==> src/rtl/mp_ctrl_pkg.sv <==
package mp_ctrl_pkg;

    localparam int WORD_W = 64;

    typedef enum logic [2:0] {
        SEL_ID     = 3'd0,
        SEL_COUNT  = 3'd1,
        SEL_START  = 3'd2,
        SEL_PC     = 3'd3,
        SEL_SP     = 3'd4,
        SEL_PAUSE  = 3'd5,
        SEL_RESUME = 3'd6,
        SEL_SPARE  = 3'd7
    } reg_sel_e;

    typedef enum logic {
        LS_IDLE   = 1'b0,
        LS_LAUNCH = 1'b1
    } launch_state_e;

    // A 32-bit write with a clear upper half and bit 31 set is widened with ones.
    function automatic logic [WORD_W-1:0] widen_word(input logic half,
                                                     input logic [WORD_W-1:0] d);
        if (half && (d[WORD_W-1:32] == '0) && d[31])
            return {{(WORD_W-32){1'b1}}, d[31:0]};
        return d;
    endfunction

endpackage

==> src/rtl/mp_wide_reg.sv <==
module mp_wide_reg
    import mp_ctrl_pkg::*;
#(
    parameter logic [WORD_W-1:0] RST_VAL = '0
) (
    input  logic              clk,
    input  logic              rst_n,
    input  logic              we,
    input  logic              half,
    input  logic [WORD_W-1:0] wdata,
    output logic [WORD_W-1:0] q
);

    always_ff @(posedge clk) begin
        if (!rst_n)
            q <= RST_VAL;
        else if (we)
            q <= widen_word(half, wdata);
    end


    sext_fill_chk: assert property (@(posedge clk) disable iff (!rst_n)
        (we && half && wdata[WORD_W-1:32] == '0 && wdata[31]) |=> (q[WORD_W-1:32] == '1));


    keep_chk: assert property (@(posedge clk) disable iff (!rst_n)
        !we |=> $stable(q));

endmodule

==> src/rtl/mp_run_flags.sv <==
module mp_run_flags #(
    parameter int N_CPU = 4,
    parameter int IDX_W = 2
) (
    input  logic             clk,
    input  logic             rst_n,
    input  logic             start_go,
    input  logic             pause_go,
    input  logic             resume_go,
    input  logic             idx_ok,
    input  logic [IDX_W-1:0] idx,
    output logic [N_CPU-1:0] run_q
);

    for (genvar i = 0; i < N_CPU; i++) begin : g_flag
        logic named;
        assign named = idx_ok && (idx == IDX_W'(i));

        always_ff @(posedge clk) begin
            if (!rst_n)
                run_q[i] <= (i == 0);
            else if ((start_go || resume_go) && named)
                run_q[i] <= 1'b1;
            else if (pause_go && !named)
                run_q[i] <= 1'b0;
        end
    end


    start_sets_chk: assert property (@(posedge clk) disable iff (!rst_n)
        start_go |=> run_q[$past(idx)]);


    pause_leaves_one_chk: assert property (@(posedge clk) disable iff (!rst_n)
        pause_go |=> ($countones(run_q) <= 1));


    resume_ignore_chk: assert property (@(posedge clk) disable iff (!rst_n)
        (resume_go && !idx_ok) |=> $stable(run_q));

endmodule

==> src/rtl/mp_launch_fsm.sv <==
module mp_launch_fsm
    import mp_ctrl_pkg::*;
#(
    parameter int N_CPU = 4,
    parameter int IDX_W = 2
) (
    input  logic              clk,
    input  logic              rst_n,
    input  logic              go,
    input  logic [IDX_W-1:0]  go_idx,
    input  logic [WORD_W-1:0] pc_in,
    input  logic [WORD_W-1:0] sp_in,
    output logic [N_CPU-1:0]  pulse,
    output logic [WORD_W-1:0] pc_out,
    output logic [WORD_W-1:0] sp_out
);

    launch_state_e     state_q, state_d;
    logic [IDX_W-1:0]  tgt_q;
    logic [WORD_W-1:0] pc_snap, sp_snap;

    always_comb begin
        state_d = state_q;
        unique case (state_q)
            LS_IDLE:   if (go) state_d = LS_LAUNCH;
            LS_LAUNCH: if (!go) state_d = LS_IDLE;
        endcase
    end

    always_ff @(posedge clk) begin
        if (!rst_n) begin
            state_q <= LS_IDLE;
            tgt_q   <= '0;
            pc_snap <= '0;
            sp_snap <= '0;
        end else begin
            state_q <= state_d;
            if (go) begin
                tgt_q   <= go_idx;
                pc_snap <= pc_in;
                sp_snap <= sp_in;
            end
        end
    end

    always_comb begin
        pulse = '0;
        unique case (state_q)
            LS_IDLE:   pulse = '0;
            LS_LAUNCH: pulse[tgt_q] = 1'b1;
        endcase
    end

    assign pc_out = pc_snap;
    assign sp_out = sp_snap;


    launch_exit_chk: assert property (@(posedge clk) disable iff (!rst_n)
        (state_q == LS_LAUNCH && !go) |=> (state_q == LS_IDLE));


    pulse_onehot_chk: assert property (@(posedge clk) disable iff (!rst_n)
        $onehot0(pulse));


    snap_pc_chk: assert property (@(posedge clk) disable iff (!rst_n)
        go |=> (pc_out == $past(pc_in) && sp_out == $past(sp_in)));

endmodule

==> src/rtl/mp_run_ctrl.sv <==
module mp_run_ctrl
    import mp_ctrl_pkg::*;
#(
    parameter int                N_CPU    = 4,
    parameter int                IDX_W    = (N_CPU > 1) ? $clog2(N_CPU) : 1,
    parameter logic [WORD_W-1:0] RESET_PC = 64'hFFFF_FFFF_BFC0_0000,
    parameter logic [WORD_W-1:0] RESET_SP = 64'hFFFF_FFFF_A000_7F00
) (
    input  logic              clk,
    input  logic              rst_n,
    input  logic              req_valid,
    input  logic              req_write,
    input  logic              req_half,
    input  logic [2:0]        req_sel,
    input  logic [IDX_W-1:0]  req_cpu,
    input  logic [WORD_W-1:0] req_wdata,
    output logic [WORD_W-1:0] rd_data,
    output logic [N_CPU-1:0]  run_en,
    output logic [N_CPU-1:0]  start_pulse,
    output logic [WORD_W-1:0] start_pc,
    output logic [WORD_W-1:0] start_sp
);

    reg_sel_e          sel;
    logic              wr, rd, idx_ok;
    logic              start_go, pause_go, resume_go, pc_we, sp_we;
    logic [WORD_W-1:0] pc_q, sp_q, rd_q;

    assign sel       = reg_sel_e'(req_sel);
    assign wr        = req_valid && req_write;
    assign rd        = req_valid && !req_write;
    assign idx_ok    = req_wdata < WORD_W'(N_CPU);
    assign start_go  = wr && (sel == SEL_START) && idx_ok;
    assign pause_go  = wr && (sel == SEL_PAUSE);
    assign resume_go = wr && (sel == SEL_RESUME);
    assign pc_we     = wr && (sel == SEL_PC);
    assign sp_we     = wr && (sel == SEL_SP);

    mp_wide_reg #(.RST_VAL(RESET_PC)) u_pc (
        .clk(clk), .rst_n(rst_n), .we(pc_we), .half(req_half),
        .wdata(req_wdata), .q(pc_q)
    );

    mp_wide_reg #(.RST_VAL(RESET_SP)) u_sp (
        .clk(clk), .rst_n(rst_n), .we(sp_we), .half(req_half),
        .wdata(req_wdata), .q(sp_q)
    );

    mp_run_flags #(.N_CPU(N_CPU), .IDX_W(IDX_W)) u_flags (
        .clk(clk), .rst_n(rst_n), .start_go(start_go), .pause_go(pause_go),
        .resume_go(resume_go), .idx_ok(idx_ok), .idx(req_wdata[IDX_W-1:0]),
        .run_q(run_en)
    );

    mp_launch_fsm #(.N_CPU(N_CPU), .IDX_W(IDX_W)) u_launch (
        .clk(clk), .rst_n(rst_n), .go(start_go), .go_idx(req_wdata[IDX_W-1:0]),
        .pc_in(pc_q), .sp_in(sp_q), .pulse(start_pulse),
        .pc_out(start_pc), .sp_out(start_sp)
    );

    always_ff @(posedge clk) begin
        if (!rst_n)
            rd_q <= '0;
        else if (rd) begin
            unique case (sel)
                SEL_ID:    rd_q <= WORD_W'(req_cpu);
                SEL_COUNT: rd_q <= WORD_W'(N_CPU);
                default:   rd_q <= '0;
            endcase
        end else
            rd_q <= '0;
    end

    assign rd_data = rd_q;


    count_read_chk: assert property (@(posedge clk) disable iff (!rst_n)
        (rd && sel == SEL_COUNT) |=> (rd_data == WORD_W'(N_CPU)));


    idle_read_zero_chk: assert property (@(posedge clk) disable iff (!rst_n)
        !rd |=> (rd_data == '0));


    ro_write_chk: assert property (@(posedge clk) disable iff (!rst_n)
        (wr && (sel == SEL_ID || sel == SEL_COUNT)) |=> $stable(run_en));

endmodule

==> config.mk <==
export PLATFORM = sky130hd
export DESIGN_NAME = mp_run_ctrl
export DESIGN_NICKNAME = d
export VERILOG_FILES = /design/src/rtl/mp_ctrl_pkg.sv /design/src/rtl/mp_wide_reg.sv /design/src/rtl/mp_run_flags.sv /design/src/rtl/mp_launch_fsm.sv /design/src/rtl/mp_run_ctrl.sv
export SDC_FILE = /design/constraint.sdc
export NUM_CORES = 1
export LEC_CHECK = 0
export BUFFER_PORTS_ARGS = -buffer_cell sky130_fd_sc_hd__buf_2
export CAP_MARGIN = 20
export CORE_AREA = 2 2 160 162
export DETAILED_ROUTE_END_ITERATION = 16
export DIE_AREA = 0 0 162 164
export GPL_TIMING_DRIVEN = 0
export PLACE_DENSITY = 0.75
export SETUP_SLACK_MARGIN = 0.4
export SYNTH_ARGS = -nofsm -noshare
export SYNTH_HDL_FRONTEND = slang
export SYNTH_SLANG_ARGS = --single-unit
==> constraint.sdc <==
create_clock -name clk -period 2.1 [get_ports clk]
set_clock_uncertainty 0.1 [all_clocks]
set_input_delay 0.63 -clock clk [delete_from_list [all_inputs] [get_ports clk]]
set_output_delay 0.63 -clock clk [all_outputs]
set_load 0.02 [all_outputs]
==> results of run 1 <==
metal layers:
layer / vias to the layer above / wire length [um] / GRT usage
met5: - / 0 / 0
met3: 58 / 2505 / 0.04268
met2: 427 / 18170 / 0.4052
li1: 4711 / - / -
met4: 0 / 755 / 0.05310
met1: 4850 / 14250 / 0.2962
worst max-delay path, cell delays in order:
cell	delay, ns
sky130_fd_sc_hd__buf_2	0.14
sky130_fd_sc_hd__nor4_2	0.33
sky130_fd_sc_hd__nand2_1	0.16
sky130_fd_sc_hd__nor3_4	0.26
sky130_fd_sc_hd__and3_1	0.20
sky130_fd_sc_hd__buf_6	0.15
sky130_fd_sc_hd__buf_16	0.17
sky130_fd_sc_hd__clkbuf_16	0.16
sky130_fd_sc_hd__mux2i_1	0.20
worst paths after layout:
kind	endpoint	cells past startpoint	from	slack, ns
worst max-delay path	u_launch.sp_out[13]	9	req_wdata[4]	0.04
worst min-delay path	u_pc.q[28]	3	req_wdata[28]	0.22
worst max register to register	u_flags.run_q[2]	5	u_flags.run_q[2]	0.99
worst min register to register	u_launch.pc_out[9]	2	u_pc.q[9]	0.35
through the flow:
stage	power [uW]	cell area [um^2]	setup WS [ns]	hold WS (ns)	setup TNS [ns]
finish	10760	16320	0.03557	0.2245	0
global route	11050	16320	-0.03454	0.2211	-0.1607
CTS	10730	14570	0.06421	0.1912	0
floorplan	5639	10990	-0.05177	0.3381	-4.043
global placement	5886	12460	-0.9493	0.3406	-192.94
detailed placement	5896	12470	-0.9799	0.3428	-189.39
final cells by class:
cell class,instances,area (um^2),share of cell area
multi-input combinational,872,5280,0.3234
antenna,1,2.502,0.0001533
tap,330,412.9,0.02529
buffer,150,1206,0.07389
clock buffer,43,858.3,0.05258
clock inverter,6,37.54,0.002299
sequential,266,5499,0.3369
timing repair buffer,294,3028,0.1855
logic make-up (layout without fill, tap and decap cells):
logic type | Yosys count | count (layout) | synth area share
simple gates | 563 | 563 | 0.2170
flops | 266 | 266 | 0.5028
buf+inv | 150 | 493 | 0.08482
mux | 130 | 130 | 0.1229
compound gates | 118 | 118 | 0.07218
other cells | 1 | 62 | 0.0003541
placed cells by master, fill, tap and decap left out, types with 13 or more instances in the layout:
cell type	count
sky130_fd_sc_hd__a21boi_0	28
sky130_fd_sc_hd__a21boi_1	22
sky130_fd_sc_hd__buf_12	15
sky130_fd_sc_hd__buf_2	58
sky130_fd_sc_hd__buf_4	119
sky130_fd_sc_hd__buf_6	165
sky130_fd_sc_hd__buf_8	14
sky130_fd_sc_hd__clkbuf_1	41
sky130_fd_sc_hd__clkbuf_16	39
sky130_fd_sc_hd__clkbuf_2	14
sky130_fd_sc_hd__conb_1	61
sky130_fd_sc_hd__dfxtp_1	131
sky130_fd_sc_hd__dfxtp_2	133
sky130_fd_sc_hd__mux2i_1	129
sky130_fd_sc_hd__nand2_1	418
sky130_fd_sc_hd__nand3_1	21
sky130_fd_sc_hd__nor2_1	38
sky130_fd_sc_hd__nor3_1	18
sky130_fd_sc_hd__nor4_4	13
sky130_fd_sc_hd__o21ai_1	32
sky130_fd_sc_hd__o22ai_2	29
power breakdown:
group | internal (uW) | switching [uW]
sequential | 5080 | 23.9
combinational | 315 | 520
clock | 2790 | 2030
total | 8190 | 2580
cell usage after synthesis, types with 2 or more instances:
master / number
sky130_fd_sc_hd__a21boi_0: 50
sky130_fd_sc_hd__and2_1: 3
sky130_fd_sc_hd__and3_1: 2
sky130_fd_sc_hd__buf_1: 3
sky130_fd_sc_hd__buf_2: 6
sky130_fd_sc_hd__buf_4: 67
sky130_fd_sc_hd__buf_6: 8
sky130_fd_sc_hd__clkbuf_1: 65
sky130_fd_sc_hd__dfxtp_1: 266
sky130_fd_sc_hd__mux2i_1: 130
sky130_fd_sc_hd__nand2_1: 430
sky130_fd_sc_hd__nand3_1: 21
sky130_fd_sc_hd__nand4_1: 5
sky130_fd_sc_hd__nor2_1: 41
sky130_fd_sc_hd__nor3_1: 35
sky130_fd_sc_hd__nor3b_1: 2
sky130_fd_sc_hd__nor4_1: 15
sky130_fd_sc_hd__o21ai_0: 33
sky130_fd_sc_hd__o22ai_1: 32
sequential cells by signal (all words and copies together) (netlist names):
register and cells:
u_launch.sp_out 64, u_flags.run_q 4, u_launch.tgt_q 2, u_sp.q 64, rd_data 3, u_pc.q 64
u_launch.state_q 1, u_launch.pc_out 64
timing repair:
item / CTS / global route
pin swaps: 33 / 65
resized for setup: 269 / 446
buffers inserted: 27 / 38
setup endpoints to repair: 402 / 397
gates cloned: 8 / 9
==> impl_metrics.ini, run 1 <==
[cts]
cts_num_sinks = 266
cts_root_buffer_type = sky130_fd_sc_hd__clkbuf_16
cts_tree = built
clk_latency_ns = 0.54
htree_levels = 1
cts_hold_buf = 0
cts_buffers = 28
worst_setup_hold_path_clk_slew_ns = 0.06
cts-root-to-sink-buffers = 3

[synth]
yosys-top-cells-area = sky130_fd_sc_hd__dfxtp_1 (50%), sky130_fd_sc_hd__nand2_1 (15%), sky130_fd_sc_hd__mux2i_1 (12%)
number_of_enable_type_register_cells_in_the_synthesized_netlist = 0
asyncSetResetFlopFracSynth = 0
synthCells = 1228
synth-main-ff-cell = sky130_fd_sc_hd__dfxtp_1
number_of_storage_elements_in_the_synthesis_netlist = 266
syn-cell-area_um2 = 10590
yosys_warnings = 0
synthDominantCellAreaShare = 0.5028
synth-seq-area-share = 0.5028
postSynthAreaPerCell_um2 = 8.625
synth.largest_area_cell = sky130_fd_sc_hd__dfxtp_1
synth.distinct_cells = 33

[power_and_ir_drop]
vdd_ir_max_mv = 0.4578
powerDensity_nw_per_um2 = 659.4
leakagePower_uw = 0.006735

[flow_run]
maxCapViolCount = 0

[sta]
setup_repair_after_global_routing_missed_its_margin = true
worst_slew_pin_slew_ns = 0.6219
hold_viol_final = 0
layout_worst_path_cycle_share = 0.9831
max_clock_freq_mhz = 484.4
slew_viol_final = 0
setup_violations = 0
slew_headroom = 0.5854
timing.final.crit_period_ns = 2.064

[detailed_routing]
drt-total-wl_um = 35680
via_density_per_instance = 5.120
antenna_left = 0
initialDrtViolationCount = 650
tritonroute_pass_1_iters = 5
detail_route.wl_per_cell_um = 18.19
drc_errors = 0
route.vias.total = 10046

[critical_path]
critPathArrivalTime_ns = 2.41
timing.critical_path.from_type = input pin
timing_worst_setup_path_type = input pin to flop
timing.critical_path.required_ns = 2.44
worst_setup_path_end_kind = flop
cp_max_fo = 7

[worst_hold_path]
worst_hold_path_type = input pin to flop

[floorplan]
io-pin-count = 274
chipHeight_um = 164
dieArea_um2 = 26570
fp.coreArea_um2 = 24820
initial_core_utilization = 0.4267
rows = 58
fp.dieW_um = 162

[status]
run_status = finished clean

[final_layout]
fillCellCount = 1890
number_of_standard_cells_in_the_layout_taps_in_and_fillers_out = 1962
postLayoutCoreUtil = 0.6577
flow.area_growth_from_synthesis_pct = 54.13
finish.net_count = 1686
share_of_post_route_cells_with_drive_strength_above_1 = 0.4139

[global_routing]
groute.usage.overall = 0.2311
grt_first_pass_wirelength_um = 48830
grt_antenna_before_repair = 2
grt_overflow = 0
grt_start_max_net_pins = 14
grt_pass1_vias = 9110

[placed_design]
dp.final_hpwl_um = 22300
routability_congestion_estimate_from_global_placement = 0.8713
place.port_buffers = 211
post-place-cells = 1830
Power figures use the tool's default switching activity.
==> run 2: changes to the inputs <==
--- a/config.mk
+++ b/config.mk
@@ -5,7 +5,7 @@
 export SDC_FILE = /design/constraint.sdc
 export NUM_CORES = 1
 export LEC_CHECK = 0
-export BUFFER_PORTS_ARGS = -buffer_cell sky130_fd_sc_hd__buf_2
+export BUFFER_PORTS_ARGS = -buffer_cell sky130_fd_sc_hd__buf_4
 export CAP_MARGIN = 20
 export CORE_AREA = 2 2 160 162
 export DETAILED_ROUTE_END_ITERATION = 16
==> constraint.sdc (replaced) <==
create_clock -name clk -period 2.1 [get_ports clk]
set_clock_uncertainty 0.1 [all_clocks]
set_input_delay 0.105 -clock clk [delete_from_list [all_inputs] [get_ports clk]]
set_output_delay 0.105 -clock clk [all_outputs]
set_load 0.02 [all_outputs]
==> run 2 against run 1 <==
Net effect: the run now ends with negative hold slack left; critical path type unchanged; cell area fell by 10%; via count fell by 2.7%; register-to-register slack improved by 0.12 ns.
==> impl_metrics.ini, run 2 (same netlist as run 1, synthesis figures left out) <==
[critical_path]
crit_path_top_delay_cell = sky130_fd_sc_hd__nor4_2
timing.reg2reg.setup_slack_ns = 1.11
critical_path.max_stage_delay_ns = 0.40
cp_max_fo = 10
timing_worst_setup_path_type = input pin to flop
r2r_end = u_flags.run_q[1]
timing.critical_path.from_type = input pin
timing.critical_path.cells = buf_4 -> nor4_2 -> nand4_1 -> nor3_4 -> and3_1 -> buf_4 -> buf_12 -> buf_8 -> mux2i_1
worst_setup_path_end_kind = flop
cp_common_cell = sky130_fd_sc_hd__buf_4
ff2ff_path_depth = 4
timing.critical_path.required_ns = 2.46
worstReg2RegStart = u_flags.run_q[1]
critPathArrivalTime_ns = 2.05

[final_layout]
flow.area_growth_from_synthesis_pct = 38.72
share_of_post_route_cells_with_drive_strength_above_1 = 0.2220
finish.net_count = 1680
seqCellArea_um2 = 5325
multi_input_area_um2 = 4684
mostFrequentLayoutCell = sky130_fd_sc_hd__nand2_1
fillCellCount = 2160
fin_area_um2 = 14690
layout_common_cells = sky130_fd_sc_hd__nand2_1 (430), sky130_fd_sc_hd__buf_4 (282), sky130_fd_sc_hd__dfxtp_1 (266)

[cts]
worst_setup_hold_path_clk_slew_ns = 0.06
clk_latency_ns = 0.54
cts_num_sinks = 266
cts_tree = built
cts_root_buffer_type = sky130_fd_sc_hd__clkbuf_16
cts_buffers = 28
cts-root-to-sink-buffers = 3
htree_levels = 1

[power_and_ir_drop]
clock_power_share = 0.468
powerDensity_nw_per_um2 = 759.9
power.share.sequential = 0.457
leakagePower_uw = 0.006153
switching_share = 0.2284
intPower_uw = 8616
switchingPower_uw = 2550
vdd_ir_max_mv = 0.5138
power_frac_comb = 0.075

[floorplan]
chipHeight_um = 164
dieArea_um2 = 26570
initial_core_utilization = 0.4267
fp.coreArea_um2 = 24820
io-pin-count = 274
rows = 58
fp.dieW_um = 162

[placed_design]
routability_congestion_estimate_from_global_placement = 0.8421
dp.final_hpwl_um = 22400
place_area_um2 = 12820
place.port_buffers = 211

[global_routing]
grt_pass1_vias = 9386
grt_overflow = 0
grt_start_max_net_pins = 14
grt_antenna_before_repair = 1
grt_first_pass_wirelength_um = 49580
groute.usage.overall = 0.2344

[status]
run_status = finished with violations
violations = negative hold slack

[detailed_routing]
drc_errors = 0
initialDrtViolationCount = 813
route.vias.total = 9777
drt-total-wl_um = 32760
via_density_per_instance = 4.996
antenna_left = 0
detail_route.wl_per_cell_um = 16.74
tritonroute_pass_1_iters = 5

[sta]
hold_viol_final = 2
max_clock_freq_mhz = 590.6
setup_repair_after_global_routing_missed_its_margin = true
slew_viol_final = 0
slew_headroom = 0.3724
timing.final.crit_period_ns = 1.693
setup_violations = 0
layout_worst_path_cycle_share = 0.8063
smallest_hold_slack_ns = -0.06186
worst_slew_pin_slew_ns = 0.9414

[worst_hold_path]
worstHoldStart = req_sel[1]
worst_hold_path_type = input pin to flop
min_delay_worst_endpoint = u_sp.q[63]
worst_hold_path.num_cells = 5

[flow_run]
maxCapViolCount = 0
-- run 2: changes by cell type in the layout (fill, tap and decap cells not counted), moves of 32 or more --
cell	delta
sky130_fd_sc_hd__dfxtp_2	-133
sky130_fd_sc_hd__buf_4	+163
sky130_fd_sc_hd__o21ai_1	-32
sky130_fd_sc_hd__buf_2	-53
sky130_fd_sc_hd__dlygate4sd3_1	+72
sky130_fd_sc_hd__buf_6	-163
sky130_fd_sc_hd__o21ai_0	+32
sky130_fd_sc_hd__dfxtp_1	+135
-- run 2: repair_timing --
| item | CTS | global route |
|---|---|---|
| hold buffers | 71 | 1 |
| gates resized for setup | 7 | 17 |
| pin swaps | 4 | 1 |
| setup endpoints to repair | 220 | 168 |
| buffers inserted | 4 | 0 |
| endpoints found under the hold margin | 137 | 4 |
-- run 2: final cells by class --
type,count,area share
Timing Repair Buffer,288,0.1597
Tap cell,330,0.02810
Antenna cell,1,0.0001703
Clock inverter,7,0.006472
Buffer,150,0.06319
Multi-Input combinational cell,872,0.3188
Sequential cell,266,0.3624
Clock buffer,43,0.06114
-- run 2: how the worst max path moves through the flow --
stage | from | end | depth (start not counted)
after CTS | req_wdata[48] | u_sp.q[38] | 9
after floorplan | req_wdata[2] | u_launch.pc_out[44] | 8
after global placement | req_wdata[58] | u_sp.q[62] | 7
after global routing | req_wdata[36] | u_launch.sp_out[48] | 10
final | req_wdata[27] | u_launch.sp_out[48] | 9
after detailed placement | req_wdata[58] | u_sp.q[55] | 7
-- run 2: metrics by stage --
step	worst slack, ns	util	TNS, ns	power [uW]	instances
floorplan	0.4039	-	0	5628	1288
finish	0.4068	0.5920	0	11170	1957
global route	0.3917	0.5920	0	11470	1957
CTS	0.3682	0.5879	0	11170	1955
detailed placement	-0.4431	0.5167	-60.89	5912	1830
global placement	-0.3893	0.5163	-56.01	5905	1829
-- run 2: power groups by stage --
| stage | clock [uW] | sequential, uW | combinational (uW) |
|---|---|---|---|
| 2_1_floorplan | 0 | 5220 | 412 |
| 3_3_place_gp | 0 | 5210 | 690 |
| 3_5_place_dp | 0 | 5220 | 697 |
| 4_1_cts | 5270 | 5100 | 803 |
| 5_1_grt | 5480 | 5110 | 886 |
| 6_report | 5230 | 5100 | 832 |
-- run 2: critical path: cells and delay by family --
kind	cells	cell delay [ns]
buffers and inverters	4	0.67
muxes	1	0.22
and+or+nand+nor	4	1.03
-- run 2: per-layer routing --
layer,up-vias,wire (um),track usage,share of wire
met5,-,0,0,0
met4,0,1344,0.1046,0.041
met3,80,2287,0.04293,0.070
met2,392,15350,0.3901,0.47
met1,4620,13780,0.2976,0.42
li1,4685,-,-,-
==> run 3: changes to the inputs <==
==> constraint.sdc (replaced) <==
create_clock -name clk -period 1.4 [get_ports clk]
set_clock_uncertainty 0.1 [all_clocks]
set_input_delay 0.07 -clock clk [delete_from_list [all_inputs] [get_ports clk]]
set_output_delay 0.07 -clock clk [all_outputs]
set_load 0.02 [all_outputs]
==> run 3 against run 2 <==
Net effect: routed wire length increased by 24%; die area did not move; combinational power is 80% higher; clock-buffer cell count grew 1; via count grew 10%; largest power group is now sequential cells; non-clock buffer count is 90 higher; largest cell class unchanged; global-route usage up 2.6 points; final cell count rose by 4.6%; setup slack worse by 0.61 ns; critical path depth unchanged; first-iteration DRC count is 4.1% higher; the flow finishes with violations (negative hold slack, negative setup slack); total power increased by 46%.
==> impl_metrics.ini, run 3 (same netlist as run 1, synthesis figures left out) <==
[sta]
timing.final.crit_period_ns = 1.604
setup_violations = 145
max_clock_freq_mhz = 623.6
setup_ws_post_layout_ns = -0.2035
slew_headroom = 0.2813
setup_repair_after_global_routing_missed_its_margin = true
layout_worst_path_cycle_share = 1.145
worst_slew_pin_slew_ns = 1.078
slew_viol_final = 0
smallest_hold_slack_ns = -0.2743
hold_viol_final = 7

[cts]
cts_num_sinks = 266
cts-root-to-sink-buffers = 3
clk_latency_ns = 0.54
htree_levels = 1
cts_root_buffer_type = sky130_fd_sc_hd__clkbuf_16
cts_tree = built
worst_setup_hold_path_clk_slew_ns = 0.07
cts_buffers = 28

[global_routing]
met3_usage = 0.05202
met2_track_demand_over_resource_in_global_routing = 0.4603
grt_pass1_vias = 10199
grt_first_pass_wirelength_um = 54530
groute.usage.overall = 0.2599
global_route.usage.met1 = 0.3116
grt_overflow = 0
grt_start_max_net_pins = 14
grt_antenna_before_repair = 0
globalRoute.busiestLayer = met2

[critical_path]
worst_setup_path_end_kind = flop
r2r_end = u_flags.run_q[3]
cp_common_cell = sky130_fd_sc_hd__buf_12
timing.critical_path.cells = buf_4 -> nor4_2 -> nand2_1 -> nor3_4 -> and3_4 -> buf_12 -> buf_12 -> buf_12 -> mux2i_1
timing.critical_path.from_type = input pin
timing_worst_setup_path_type = input pin to flop
timing.reg2reg.setup_slack_ns = 0.34
timing.critical_path.required_ns = 1.72
ff2ff_path_depth = 5
worstReg2RegStart = u_flags.run_q[3]
critPathArrivalTime_ns = 1.92
critical_path.max_stage_delay_ns = 0.34
crit_path_top_delay_cell = sky130_fd_sc_hd__mux2i_1
cp_max_fo = 6

[detailed_routing]
route.vias.total = 10755
tritonroute_pass_1_iters = 6
detail_route.wl_per_cell_um = 19.85
via_density_per_instance = 5.254
initialDrtViolationCount = 846
antenna_left = 0
drt-total-wl_um = 40620
drc_errors = 0

[final_layout]
fillCellCount = 1729
mostFrequentLayoutCell = sky130_fd_sc_hd__nand2_1
antenna_cells = 0
layout_common_cells = sky130_fd_sc_hd__nand2_1 (407), sky130_fd_sc_hd__buf_4 (177), sky130_fd_sc_hd__buf_6 (167)
share_of_post_route_cells_with_drive_strength_above_1 = 0.4222
flow.area_growth_from_synthesis_pct = 66.18
multi_input_area_um2 = 5439
seqCellArea_um2 = 5515
finish.net_count = 1770

[worst_hold_path]
worst_hold_path.num_cells = 3
worst_hold_path_type = input pin to flop
worstHoldStart = req_wdata[49]
min_delay_worst_endpoint = u_pc.q[49]

[floorplan]
dieArea_um2 = 26570
fp.coreArea_um2 = 24820
fp.dieW_um = 162
initial_core_utilization = 0.4267
io-pin-count = 274
chipHeight_um = 164
rows = 58

[placed_design]
dp.final_hpwl_um = 22400
setup_slack_at_placement_ns = -1.002
place.port_buffers = 211
routability_congestion_estimate_from_global_placement = 0.8465

[status]
run_status = finished with violations
violations = negative hold slack, negative setup slack

[power_and_ir_drop]
powerDensity_nw_per_um2 = 929.3
vdd_ir_max_mv = 0.7018
leakagePower_uw = 0.007248

[flow_run]
maxCapViolCount = 0
run 3: cell types whose count changed in the layout (fill, tap and decap cells not counted), moves of 23 or more:
cell / delta
sky130_fd_sc_hd__o22ai_1: -32
sky130_fd_sc_hd__nand2_1: -23
sky130_fd_sc_hd__o22ai_2: +24
sky130_fd_sc_hd__dfxtp_2: +131
sky130_fd_sc_hd__buf_4: -105
sky130_fd_sc_hd__o21ai_0: -32
sky130_fd_sc_hd__nor3_1: -28
sky130_fd_sc_hd__dfxtp_1: -138
sky130_fd_sc_hd__buf_6: +165
sky130_fd_sc_hd__o21ai_1: +31
sky130_fd_sc_hd__a21boi_0: -49
sky130_fd_sc_hd__a21boi_1: +47
run 3: how the worst max path moves through the flow:
stage / end / slack, ns / startpoint
floorplan: u_launch.pc_out[44] / -0.19 / req_wdata[8]
global placement: u_launch.pc_out[49] / -1.02 / req_wdata[27]
detailed placement: u_launch.sp_out[34] / -1.00 / req_wdata[27]
CTS: u_launch.pc_out[41] / -0.05 / req_wdata[30]
global route: u_launch.sp_out[47] / -0.30 / req_wdata[48]
finish: u_launch.sp_out[47] / -0.20 / req_wdata[4]
run 3: metal layers:
metal / share of wire / vias up
li1: - / 4889
met1: 0.38 / 5152
met2: 0.50 / 586
met3: 0.080 / 128
met4: 0.040 / 0
met5: 0 / -
run 3: final cells by class:
type                    instances  area share
well taps                     330     0.02346
clock inverters                 7    0.002275
repair buffers                378      0.2312
multi-input cells             872      0.3090
plain buffers                 150     0.07287
flip-flops and latches        266      0.3134
clock buffers                  44     0.04784
run 3: what timing repair did:
item	4_1_cts	5_1_grt
endpoints found under the hold margin	137	33
pin swaps	43	40
endpoints found under the setup margin	402	376
resized for setup	419	134
setup buffers	37	38
hold buffers	55	13
cloned	8	16
run 3: metrics by stage:
step | setup TNS, ns | util | cell area, um^2 | cells | power (uW)
global route | -16.80 | 0.7092 | 17600 | 2047 | 16800
floorplan | -24.30 | - | 11150 | 1288 | 8479
CTS | -2.409 | 0.6574 | 16320 | 1980 | 16190
finish | -5.051 | 0.7092 | 17600 | 2047 | 16360
detailed placement | -192.74 | 0.5296 | 13140 | 1829 | 8933
global placement | -191.52 | 0.5296 | 13140 | 1829 | 8918
run 3: worst max-delay path, delay by kind of cell:
family                 cells  cell delay, ns
muxes                      1            0.34
buffers and inverters      4            0.53
and+or+nand+nor            4            0.97
run 3: where the power goes:
part	leakage, uW	switching [uW]	internal (uW)
Sequential	0.00222	40.7	7610
Combinational	0.00460	851	646
Clock	0.000431	3100	4110
Total	0.00725	3990	12400
